File: config.mk
export PLATFORM = sky130hd
export DESIGN_NAME = twoStageWatchdog
export DESIGN_NICKNAME = d
export VERILOG_FILES = /design/src/rtl/wdogPkg.sv /design/src/rtl/wdogCtrl.sv /design/src/rtl/wdogDatapath.sv /design/src/rtl/twoStageWatchdog.sv
export SDC_FILE = /design/constraint.sdc
export NUM_CORES = 1
export LEC_CHECK = 0
export BUFFER_PORTS_ARGS = -buffer_cell sky130_fd_sc_hd__buf_2
export CORE_MARGIN = 2
export CORE_UTILIZATION = 36
export DETAILED_ROUTE_END_ITERATION = 8
export GPL_TIMING_DRIVEN = 1
export PLACE_DENSITY = 0.68
export SLEW_MARGIN = 0
export SYNTH_ARGS = -nofsm -noshare
export SYNTH_HDL_FRONTEND = slang
export SYNTH_SLANG_ARGS = --single-unit
File: constraint.sdc
create_clock -name clk -period 3.05 [get_ports clk]
set_clock_uncertainty 0.15 [all_clocks]
set_input_delay 0.305 -clock clk [delete_from_list [all_inputs] [get_ports clk]]
set_output_delay 0.305 -clock clk [all_outputs]
set_load 0.03 [all_outputs]
File: src/rtl/wdogPkg.sv
package wdogPkg;
  localparam int unsigned DATA_W = 32;
  localparam logic [1:0] SEL_CTRL_A = 2'd0;
  localparam logic [1:0] SEL_CTRL_B = 2'd1;
  localparam logic [1:0] SEL_TBASE  = 2'd2;

  typedef struct packed {
    logic run;      // either enable set
    logic restart;  // write-one to state bit
    logic clrRst;   // write-one to reset-status bit
  } wdStrobe_t;
endpackage

File: src/rtl/wdogCtrl.sv
module wdogCtrl
  import wdogPkg::*;
#(
  parameter bit LOCK_ONCE = 1'b0
) (
  input  logic              clk,
  input  logic              rstN,
  input  logic              busWrite,
  input  logic [1:0]        regSel,
  input  logic [3:0]        wrBits,
  output logic              enA,
  output logic              enB,
  output wdStrobe_t         strobe
);
  logic wrCtrlA;
  logic wrCtrlB;
  logic armed;
  logic holdOn;

  assign wrCtrlA = busWrite && (regSel == SEL_CTRL_A);
  assign wrCtrlB = busWrite && (regSel == SEL_CTRL_B);
  assign armed   = enA || enB;
  assign holdOn  = LOCK_ONCE && armed;

  always_ff @(posedge clk or negedge rstN) begin
    if (!rstN) begin
      enA <= 1'b0;
      enB <= 1'b0;
    end else begin
      if (wrCtrlA && (wrBits[1] || !holdOn)) enA <= wrBits[1];
      if (wrCtrlB && (wrBits[0] || !holdOn)) enB <= wrBits[0];
    end
  end

  always_comb begin
    strobe.run     = armed;
    strobe.restart = wrCtrlA && wrBits[2];
    strobe.clrRst  = wrCtrlA && wrBits[3];
  end
endmodule

File: src/rtl/wdogDatapath.sv
module wdogDatapath
  import wdogPkg::*;
#(
  parameter int unsigned INTERVAL_BITS = 16,
  parameter int unsigned TB_W          = 32
) (
  input  logic            clk,
  input  logic            rstN,
  input  wdStrobe_t       strobe,
  output logic [TB_W-1:0] timebase,
  output logic            stateFlag,
  output logic            rstFlag,
  output logic            irqPulse,
  output logic            rstPulse
);
  localparam logic [INTERVAL_BITS-1:0] CNT_LAST = '1;

  logic [INTERVAL_BITS-1:0] intCnt;
  logic                     expire;

  assign expire = strobe.run && (intCnt == CNT_LAST) && !strobe.restart;

  always_ff @(posedge clk or negedge rstN) begin
    if (!rstN) timebase <= '0;
    else       timebase <= timebase + 1'b1;
  end

  always_ff @(posedge clk or negedge rstN) begin
    if (!rstN)                               intCnt <= '0;
    else if (!strobe.run || strobe.restart)  intCnt <= '0;
    else                                     intCnt <= intCnt + 1'b1;
  end

  always_ff @(posedge clk or negedge rstN) begin
    if (!rstN) begin
      stateFlag <= 1'b0;
      rstFlag   <= 1'b0;
      irqPulse  <= 1'b0;
      rstPulse  <= 1'b0;
    end else begin
      if (strobe.restart)  stateFlag <= 1'b0;
      else if (expire)     stateFlag <= 1'b1;
      if (expire && stateFlag) rstFlag <= 1'b1;
      else if (strobe.clrRst)  rstFlag <= 1'b0;
      irqPulse <= expire && !stateFlag;
      rstPulse <= expire && stateFlag;
    end
  end
endmodule

File: src/rtl/twoStageWatchdog.sv
module twoStageWatchdog
  import wdogPkg::*;
#(
  parameter int unsigned INTERVAL_BITS = 16,
  parameter int unsigned TB_W          = 32,
  parameter bit          LOCK_ONCE     = 1'b0
) (
  input  logic              clk,
  input  logic              rstN,
  input  logic              busWrite,
  input  logic [3:0]        busAddr,
  input  logic [DATA_W-1:0] busWdata,
  output logic [DATA_W-1:0] busRdata,
  output logic              irqOut,
  output logic              sysRstOut
);
  wdStrobe_t        strobe;
  logic             enA;
  logic             enB;
  logic             stateFlag;
  logic             rstFlag;
  logic [TB_W-1:0]  timebase;
  logic [1:0]       regSel;
  logic             unusedBits;

  assign regSel     = busAddr[3:2];
  assign unusedBits = ^{busAddr[1:0], busWdata[DATA_W-1:4]};

  wdogCtrl #(.LOCK_ONCE(LOCK_ONCE)) uCtrl (
    .clk(clk), .rstN(rstN), .busWrite(busWrite), .regSel(regSel),
    .wrBits(busWdata[3:0]), .enA(enA), .enB(enB), .strobe(strobe)
  );

  wdogDatapath #(.INTERVAL_BITS(INTERVAL_BITS), .TB_W(TB_W)) uPath (
    .clk(clk), .rstN(rstN), .strobe(strobe), .timebase(timebase),
    .stateFlag(stateFlag), .rstFlag(rstFlag),
    .irqPulse(irqOut), .rstPulse(sysRstOut)
  );

  always_comb begin
    unique case (regSel)
      SEL_CTRL_A: busRdata = {{(DATA_W-4){1'b0}}, rstFlag, stateFlag, enA, enB};
      SEL_CTRL_B: busRdata = {{(DATA_W-1){1'b0}}, enB};
      SEL_TBASE:  busRdata = DATA_W'(timebase);
      default:    busRdata = '0;
    endcase
  end
endmodule

# ---- Word-level counts from Yosys, hierarchy flattened
# Cells that the tools add are included.
# Widths: inputs -> output; s select.
dict set report word_totals {
  register_bits 54
  latch_bits 0
  mem_bits_rw 0
  rom_bits 0
  input_bits 39
  elab_cells 35
  memories 0
}
dict set report classes {
  n_addsub 2
  mul 0
  div 0
  order_cmp 0
  eq_ne 3
  n_shift 0
  n_mux 6
  bitwise_logic 0
  reduce_logical 16
}
# cell count
set ops {}
lappend ops {{$pmux 32 s3} 1}
lappend ops {{$add 32x1->32 const B} 1}
lappend ops {{$add 16x1->16 const B} 1}
lappend ops {{$eq 16x16->1 const B} 1}
lappend ops {{$mux 16} 1}
lappend ops {{$logic_and 1x1->1} 8}
lappend ops {{$mux 1} 4}
lappend ops {{$reduce_bool 2->1} 2}
lappend ops {{$logic_not 1->1} 3}
lappend ops {{$eq 2x1->1 const B} 1}
lappend ops {{$eq 2x2->1 const B} 1}
lappend ops {{$logic_not 2->1} 1}
lappend ops {{$logic_or 1x1->1} 2}

# ---- Longest topological paths before layout
# Gate-level depths: netlist of the first run.
dict set report depth {
  word_depth 7
  depth_mapped 6
  ltp_nobuf 5
}

# ---- Cells and area by module
# From an unflattened synthesis of the first run, not the netlist that was laid out.
dict set report hier_totals {
  hier_cells 263
  hier_area_um2 2800.2
}
# module n_inst cells_per_inst area_per_inst_um2 seq_area_each_um2
set by_module_without_submodules {}
lappend by_module_without_submodules {wdogDatapath 1 212 2348.5 1301.2}
lappend by_module_without_submodules {twoStageWatchdog 1 41 326.6 0.0}
lappend by_module_without_submodules {wdogCtrl 1 10 125.1 50.0}

# ---- Least setup slack after synthesis of the first run
# OpenSTA, ideal clock, no wires.
dict set report synth_timing {
  path_type {input to output}
  startpoint {in busAddr[3]}
  endpoint {out busRdata[16]}
  t_arrival_ns 1.369
  required_ns 2.595
  setup_slack_ns 1.226
  stages 5
  n_path_buf 3
  cell_sequence {buf_2 nor2b_1 clkbuf_1 clkbuf_1 and2_1}
}
dict set report synth_between {
  elab_chain_cells 2
}
# item line_no
set synth_rtl {}
lappend synth_rtl {{from (decl)} twoStageWatchdog.sv:11} ;# input logic [3:0] busAddr,
lappend synth_rtl {{$eq 2x2->1, or another cell as far along} twoStageWatchdog.sv:41} ;# unique case (regSel)
lappend synth_rtl {{$pmux 32 s3 (*)} twoStageWatchdog.sv:41}
lappend synth_rtl {{to (decl)} twoStageWatchdog.sv:13} ;# output logic [DATA_W-1:0] busRdata,
# Every way passes the cells marked *; elsewhere a longest branch is shown, timed or not.

# ---- Final worst setup path of the first run
dict set report layout_timing {
  startpoint {in busAddr[3]}
  endpoint {out busRdata[5]}
}
# Same word-level chain as after synthesis.

==> results.md, run 1 <==
- Sw Pwr: 0.3400 mW
- Drt pass-1 iters: 4
- Mapped cell area: 2685 sq um
- H-tree lvl count: 2
- Root buffer cell: clkbuf_8
- Starting density of the core: 37.02%
- Max-Cap Viols: 0
- Initial antenna violation count: 0
- Length in cells of the worst reg-to-reg path: 5
- RSZ-0062 raised after global routing: false
- Commonest cells in the netlist: dfrtp_1 (54), and2_1 (30), xnor2_1 (27), nor2_1 (25), nand2_1 (20)
- Die Wd: 90.36 um
- Initial DRC Count: 83
- Net Sw Frac: 24.93%
- Area growth from synthesis to layout: 16.36%
- Synth Register Bits: 54
- Worst reg2reg path startpoint: uPath.timebase[0]
- Core area: 7253 sq um
- Number of synthesized flops with an enable pin: 0
- Fmax: 0.5030 GHz
- Row Count: 31
- All-Layer GR Usage: 13.38%
- Slew HR: 36.90%
- Die Ht: 90.36 um
- Setup crit end: busRdata[5]
- Crit path DAT: 1.53 ns
- CTS Buf Count: 5
- CTS tree: done
- DRC viols: 0
- Top cells by area, synth: dfrtp_1 (50%), xnor2_1 (8.8%), and2_1 (7.0%)
- Yosys top cell area share: 50.33%
- Final setup vio count: 0
- Avg Inst Size Synth: 10.29 sq um
- Hold depth: 2
- Worst Setup SP: busAddr[3]
- Placed Area: 3004 sq um
- Vias: 1,970
- Die area: 8165 sq um
- Peak supply drop: 0.0002013 V
- Buffer count from post-CTS setup fixing: 0
- Minimum clock period: 1.988 ns
- Drt wl/cell: 12.68 um
- Clock buffer depth: 2
- GR Overflow Total: 0
- Internal power: 1.024 mW
- Clock power frac: 35.8%
- P per Cell Area: 436.6 nW/um^2
- Sequential power share: 55.7%
- Detail Route Antenna Nets: 0
- Post-DP HPWL: 3.660 mm
- Most frequent cell after synthesis: dfrtp_1
- Clock transition at path regs: 0.10 ns
- Reg2reg end: uPath.timebase[18]
- Buffers added on ports: 42
- Total negative slack: 0 ns
- Via-per-instance ratio: 4.852
- Max FO, Critical Path: 23
- Syn_nets: 302
- Register area share after synthesis: 50.33%
- Diode count: 0
- CP startpoint kind: input pin
- Syn. warnings: 0
- R2R Setup Slk: 1.21 ns
- Synth Flop Type: dfrtp_1
- Synth async-reset ratio: 100.0%
- Period Utilization, post-route: 65.18%
- Combinational share of power: 8.5%
- Share of layout cells above drive strength 1: 20.20%
- Largest net degree at the start of global routing: 29
- DRT Wirelength: 5.148 mm
- Worst slew pin tran: 0.9402 ns
- Outcome: complete, no violations
- Fin. max-slew vios: 0
- Clock sink total: 54
- Synth area leader: dfrtp_1
- Hold crit path type: input pin to flip-flop
- Crit path kind: input pin to primary output
- IO Count: 73
- Fin area: 3124 sq um
- Required time worst endpoint: 2.59 ns
- Cells after Synth: 261
- Final nets: 347
- Leakage Power: 1.489 nW
- RD Place Congestion: 0.7637
- Number of global-route vias before repair: 1,949
- Global-route wire length before repair: 8.997 mm
- Final hold vios: 0
- Post-synthesis cell type count: 32
- CP endpoint kind: primary output
- Later-pin clock latency in the skew report: 0.32 ns
routing by layer:
layer	track usage, %	part of all wire, %	routed length (um)
met1	17.88	48	2473
met2	21.43	47	2421
met3	2.170	2.7	141
met4	6.026	2.2	112
met5	0	0	0
sequential cells by signal (all words and copies together) (netlist names):
name and count:
uPath.rstFlag 1, uCtrl.enA 1, uPath.stateFlag 1, uCtrl.enB 1, uPath.intCnt 16, uPath.rstPulse 1, uPath.timebase 32, uPath.irqPulse 1
power by group through the flow:
stage	Sequential [mW]	Combinational, mW	Clock, mW
detailed placement	0.773	0.118	0
global placement	0.772	0.115	0
CTS	0.760	0.119	0.499
floorplan	0.768	0.0790	0
finish	0.759	0.116	0.488
global route	0.764	0.132	0.525
cell usage in the layout, fill, tap and decap left out, drive strengths merged, types with 4 or more instances in the layout:
master	n
and3	6
nand4	21
nor2	25
nand3	17
clkbuf	6
inv	5
dfrtp	54
xnor2	27
and4	6
mux2i	4
nand2	20
o21ai	5
xor2	14
and2	31
buf	44
worst min path at each step:
stage / startpoint / endpoint / slack, ns
2_1_floorplan: rstN / uCtrl.enA / -0.14
6_report: busWdata[0] / uCtrl.enB / 0.07
4_1_cts: busWdata[0] / uCtrl.enB / 0.06
3_3_place_gp: rstN / uPath.intCnt[7] / 0.20
3_5_place_dp: rstN / uPath.intCnt[7] / 0.21
5_1_grt: busWdata[0] / uCtrl.enB / 0.07
timing repair:
item                      4_1_cts  5_1_grt
hold endpoints to repair       27        0
resized for setup               0        0
hold buffers                    1        0
per-stage QoR:
step | power [mW] | hold WS, ns | utilization, % | setup slack, ns | std cells
floorplan | 0.8468 | -0.1406 | - | 1.226 | 261
global placement | 0.8872 | 0.2026 | 41.42 | 1.041 | 397
detailed placement | 0.8916 | 0.2054 | 41.42 | 1.023 | 397
CTS | 1.377 | 0.06089 | 43.07 | 1.021 | 406
global route | 1.422 | 0.06688 | 43.07 | 0.8517 | 406
finish | 1.364 | 0.06617 | 43.07 | 1.062 | 406
final cells by class:
class                   instances  area, sq um
multi-input cells             195         1285
well taps                      99        123.9
clock inverters                 2        37.54
repair buffers                 45        235.2
inverters                       5        18.77
flip-flops and latches         54         1351
fillers                       721         4129
clock buffers                   6        72.57
kinds of logic after synthesis:
family / count (synthesis) / synth area share [%]
compound gates: 8 / 1.491
xor+xnor: 41 / 13.37
fa+ha+maj: 2 / 0.9318
buf+inv: 12 / 1.817
flops: 54 / 50.33
mux: 6 / 2.330
simple gates: 138 / 29.73
critical path, stage by stage:
cell	delay (ns)
buf_2	0.16
nor2b_1	0.43
buf_4	0.30
and2_1	0.15
buf_2	0.19
Power figures use the tool's default switching activity.
==> run 2, diff against run 1 <==
ABC_AREA = 1   (was default)
clock period = 2 ns   (was 3.05 ns; I/O delays follow)
==> results.md, run 2 <==
- Outcome: finished with violations
- Failing checks: hold timing
- Synth async-reset ratio: 100.0%
- Initial DRC Count: 96
- Syn_nets: 463
- Clock sink total: 54
- Slew HR: 59.83%
- Cts hold-fix bufs: 2
- P per Cell Area: 593.9 nW/um^2
- All-Layer GR Usage: 16.60%
- Number of gates resized after CTS: 0
- CTS Buf Count: 5
- Die Wd: 94.93 um
- Row Count: 33
- CTS tree: done
- Share of layout cells above drive strength 1: 15.22%
- Largest net degree at the start of global routing: 27
- Later-pin clock latency in the skew report: 0.31 ns
- CP startpoint kind: flip-flop
- Worst slew pin tran: 0.6026 ns
- Post-synthesis cell type count: 20
- Worst Hold Slack: -0.002519 ns
- Leakage Power: 1.639 nW
- Total negative slack: 0 ns
- Final hold vios: 1
- Period Utilization, post-route: 84.43%
- RD Place Congestion: 0.8091
- Starting density of the core: 36.59%
- IO Count: 73
- Biggest register: uPath.timebase
- Number of global-route vias before repair: 2,593
- Fmax: 0.5922 GHz
- Placed Area: 3329 sq um
- Max FO, Critical Path: 5
- Fin area: 3432 sq um
- Yosys top cell area share: 45.40%
- Mapped cell area: 2977 sq um
- Final setup vio count: 0
- Buffers added on ports: 42
- Final nets: 514
- RSZ-0062 raised after global routing: false
- Commonest cells in the netlist: nand2_1 (124), nor2_1 (101), dfrtp_1 (54), inv_1 (50), nand3_1 (25)
- Max-Cap Viols: 0
- Die Ht: 94.93 um
- Clock buffer depth: 2
- Synth Register Bits: 54
- Most frequent cell after synthesis: nand2_1
- CP endpoint kind: flip-flop
- Clock transition at path regs: 0.09 ns
- H-tree lvl count: 2
- Avg Inst Size Synth: 7.054 sq um
- Top flop regs: uPath.timebase x32, uPath.intCnt x16
- Area growth from synthesis to layout: 15.30%
- Die area: 9012 sq um
- Buffer count from post-CTS setup fixing: 0
- Max reg flops: 32
- Initial antenna violation count: 0
- Vias: 2,672
- Drt wl/cell: 11.73 um
- Global-route wire length before repair: 11.88 mm
- DRT Wirelength: 6.780 mm
- Hold crit path type: input pin to flip-flop
- Detail Route Antenna Nets: 0
- Cells after Synth: 422
- Peak supply drop: 0.0003924 V
- Synth area leader: dfrtp_1
- Number of synthesized flops with an enable pin: 0
- Synth Flop Type: dfrtp_1
- GR Overflow Total: 0
- Most common cell after layout, fill and taps aside: nand2_1
- Minimum clock period: 1.689 ns
- Syn. warnings: 0
- DRC viols: 0
- Core area: 8134 sq um
- Post-DP HPWL: 5.347 mm
- Diode count: 0
- Crit path DAT: 1.79 ns
- Via-per-instance ratio: 4.623
- Register area share after synthesis: 45.40%
- Fin. max-slew vios: 0
- Drt pass-1 iters: 4
- Root buffer cell: clkbuf_8
- Required time worst endpoint: 2.10 ns
- Top cells by area, synth: dfrtp_1 (45%), nand2_1 (16%), nor2_1 (13%)
- Crit path kind: flip-flop to flip-flop
- Commonest non-fill, non-tap cells in the layout: nand2_1 (124), nor2_1 (101), dfrtp_1 (54)
==> run 2: changes by cell type after synthesis, sizes merged, moves of 3 or more <==
cell   change
nand2    +107
buf        -3
nand4     -18
nor2      +86
mux2i      -4
and4       -6
and3       -6
xnor2     -26
a21oi      +5
inv       +49
o21ai      +4
and2      -31
xor2       +3
nand3     +11
==> run 2: critical path, stage by stage (launching register included) <==
cell and delay, ns:
dfrtp_1 0.41, ha_1 0.20, nand2_1 0.11, nor2_2 0.22, nand3_2 0.15, nor2_1 0.18
nand3_1 0.13, nand2_1 0.08
==> run 2: final cells by class <==
| type | instances | area, sq um |
|---|---|---|
| inverter | 54 | 202.7 |
| clock inverter | 2 | 13.76 |
| multi-input combinational | 311 | 1411 |
| sequential | 54 | 1351 |
| fill | 856 | 4702 |
| clock buffer | 5 | 68.82 |
| timing repair buffer | 47 | 252.7 |
| tap | 105 | 131.4 |
==> run 2: path summary, 6_finish.rpt <==
path / startpoint / end / slack, ns / cells past startpoint
max in group asynchronous: rstN / uPath.intCnt[1] / 0.73 / 3
min in group asynchronous: rstN / uPath.timebase[8] / 0.27 / 2
worst min-delay path: busWdata[0] / uCtrl.enB / -0.003 / 3
worst max-delay path: uPath.intCnt[0] / uPath.rstFlag / 0.31 / 7
worst max register to register: uPath.intCnt[0] / uPath.rstFlag / 0.31 / 7
worst min register to register: uPath.timebase[31] / uPath.timebase[31] / 0.33 / 2
==> run 2: power breakdown <==
part / internal (mW) / switching (mW) / leakage, nW / total [mW]
registers: 1.15 / 0.0580 / 0.727 / 1.21
clock network: 0.243 / 0.371 / 0.0444 / 0.615
logic: 0.0744 / 0.144 / 0.868 / 0.218
==> run 2: kinds of logic (layout without fill, tap and decap cells) <==
| logic type | Yosys count | in the layout | synth area share, % |
|---|---|---|---|
| and+or+nand+nor | 273 | 273 | 38.21 |
| adders and majority gates | 2 | 2 | 0.8406 |
| buffers and inverters | 57 | 108 | 7.188 |
| AOI/OAI and AO/OA | 18 | 18 | 3.069 |
| DFF | 54 | 54 | 45.40 |
| xor gates and xnor gates | 18 | 18 | 5.296 |
==> run 2: metal layers <==
| metal | part of all wire [%] | global-route usage [%] | vias to the layer above |
|---|---|---|---|
| met5 | 0 | 0 | - |
| met4 | 0.99 | 4.106 | 0 |
| met3 | 3.2 | 2.713 | 5 |
| met2 | 47 | 27.19 | 45 |
| met1 | 49 | 22.99 | 1236 |
| li1 | - | - | 1386 |
==> run 2: per-stage QoR <==
step | setup slack, ns | total power, mW | instances | hold slack [ns] | utilization, %
after floorplan | 0.4023 | 1.361 | 422 | -0.2456 | -
after global placement | 0.3579 | 1.434 | 569 | 0.09312 | 40.93
after detailed placement | 0.3508 | 1.446 | 569 | 0.09759 | 40.93
after CTS | 0.3272 | 2.060 | 578 | 0.004412 | 42.19
after global routing | 0.1980 | 2.135 | 578 | 0.01950 | 42.19
final | 0.3115 | 2.038 | 578 | -0.002519 | 42.19
==> run 3, diff against run 2 <==
clock period = 1.6 ns   (was 2 ns; I/O delays follow)
==> results.md, run 3 (synthesized netlist as in run 2, its figures left out) <==
- Outcome: complete, no violations
- Worst Hold End: uPath.rstFlag
- Later-pin clock latency in the skew report: 0.31 ns
- Buffer count from post-CTS setup fixing: 0
- Reg2reg end: uPath.intCnt[14]
- Multi-input gate area: 1416 sq um
- Peak supply drop: 0.0003007 V
- Clock buffer depth: 2
- Starting density of the core: 36.59%
- Placed Area: 3387 sq um
- Crit path largest cell delay: 0.40 ns
- R2R Setup Slk: 0.05 ns
- Largest net degree at the start of global routing: 55
- P per Cell Area: 744.0 nW/um^2
- Fin area: 3541 sq um
- Final Total Pwr: 2.634 mW
- Hold depth: 4
- H-tree lvl count: 2
- Row Count: 33
- Worst path slowest cell: dfrtp_1
- Clock sink total: 54
- Length in cells of the worst reg-to-reg path: 6
- Most common cell after layout, fill and taps aside: nand2_1
- Share of layout cells above drive strength 1: 16.77%
- Final nets: 523
- Final Core Density: 43.53%
- Diode count: 0
- IO Count: 73
- Detail Route Antenna Nets: 0
- RD Place Congestion: 0.8504
- DP Cell Count: 575
- Worst reg2reg path startpoint: uPath.intCnt[0]
- Biggest register: uPath.timebase
- Via-per-instance ratio: 4.534
- Clock transition at path regs: 0.10 ns
- Top flop regs: uPath.timebase x32, uPath.intCnt x16
- Max reg flops: 32
- Final non-filler cell total: 588
- Worst-path cell chain: ha_1, nand2_1, nor2_2, nand3_2, o21ai_0, nor2_1
- Die Ht: 94.93 um
- Initial DRC Count: 145
- CP endpoint kind: flip-flop
- Buffers added on ports: 42
- Core area: 8134 sq um
- Vias: 2,666
- Fmax: 0.6462 GHz
- Crit path kind: flip-flop to flip-flop
- Commonest non-fill, non-tap cells in the layout: nand2_1 (124), nor2_1 (99), dfrtp_1 (54)
- DRT Wirelength: 6.693 mm
- Fillers: 839
- Root buffer cell: clkbuf_8
- Required time worst endpoint: 1.65 ns
- Global-route wire length before repair: 11.27 mm
- Die area: 9012 sq um
- CTS Buf Count: 5
- Crit path DAT: 1.60 ns
- Hold crit path type: input pin to flip-flop
- Post-DP HPWL: 5.119 mm
- Minimum clock period: 1.548 ns
- HP Start: busWrite
- DRC viols: 0
- Drt pass-1 iters: 4
- Drt wl/cell: 11.38 um
- CTS tree: done
- Seq. cell area: 1351 sq um
- Area growth from synthesis to layout: 18.96%
- CP startpoint kind: flip-flop
- Leakage Power: 1.689 nW
- Fin. max-slew vios: 0
- Period Utilization, post-route: 96.72%
- Final hold vios: 0
- All-Layer GR Usage: 15.81%
- GR Overflow Total: 0
- Max FO, Critical Path: 5
- Worst slew pin tran: 0.3038 ns
- Initial antenna violation count: 0
- Max-Cap Viols: 0
- Slew HR: 79.67%
- Die Wd: 94.93 um
- Final setup vio count: 0
- RSZ-0062 raised after global routing: true
- Number of global-route vias before repair: 2,537
run 3: changes by cell type in the layout (fill, tap and decap cells not counted):
cell / delta
clkbuf_8: +1
buf_4: +5
clkinvlp_4: +1
clkinv_2: -1
dlygate4sd3_1: +3
nor2_2: +2
nor2_1: -2
buf_12: +1
run 3: power by group:
part | switching [mW] | internal [mW] | total [mW]
clock network | 0.474 | 0.358 | 0.832
logic | 0.185 | 0.111 | 0.296
registers | 0.0724 | 1.43 | 1.51
total | 0.731 | 1.90 | 2.63
run 3: layout make-up:
| class | count | share of cell area (%) |
|---|---|---|
| Tap cell | 105 | 3.710 |
| Clock buffer | 6 | 2.332 |
| Timing Repair Buffer | 56 | 9.611 |
| Multi-Input combinational cell | 311 | 40.00 |
| Inverter | 54 | 5.724 |
| Clock inverter | 2 | 0.4594 |
| Sequential cell | 54 | 38.16 |
run 3: repair_timing:
| item | 4_1_cts | 5_1_grt |
|---|---|---|
| hold endpoints to repair | 57 | 0 |
| hold buffers | 5 | 0 |
| setup endpoints to repair | 0 | 7 |
| gates resized for setup | 0 | 2 |
run 3: layer usage:
layer,global-route usage (%),vias to the layer above,wire length (um)
li1,-,1396,-
met1,21.06,1208,3193
met2,26.12,54,3112
met3,2.953,8,283
met4,4.831,0,104
met5,0,-,0
run 3: critical path: cells and delay by family, from the launching register on:
kind | cells | cell delay [ns]
fa+ha+maj | 1 | 0.20
compound gates | 1 | 0.23
simple gates | 4 | 0.46
flops | 1 | 0.40
run 3: worst max-delay path by stage:
stage	from	endpoint	slack, ns	cells after the start
3_5_place_dp	uPath.intCnt[0]	uPath.irqPulse	0.08	7
3_3_place_gp	uPath.intCnt[0]	uPath.rstFlag	0.10	7
6_report	uPath.intCnt[0]	uPath.intCnt[14]	0.05	6
4_1_cts	uPath.intCnt[0]	uPath.irqPulse	0.06	7
5_1_grt	uPath.intCnt[0]	uPath.intCnt[14]	-0.02	6
2_1_floorplan	busAddr[2]	busRdata[3]	0.08	4
run 3: stage by stage:
step	TNS (ns)	worst slack, ns	hold slack, ns
floorplan	0	0.08230	-0.2856
global placement	0	0.1020	0.03239
detailed placement	0	0.07814	0.03218
CTS	0	0.06315	0.006360
global route	-0.03058	-0.02209	0.03050
finish	0	0.05248	0.03173
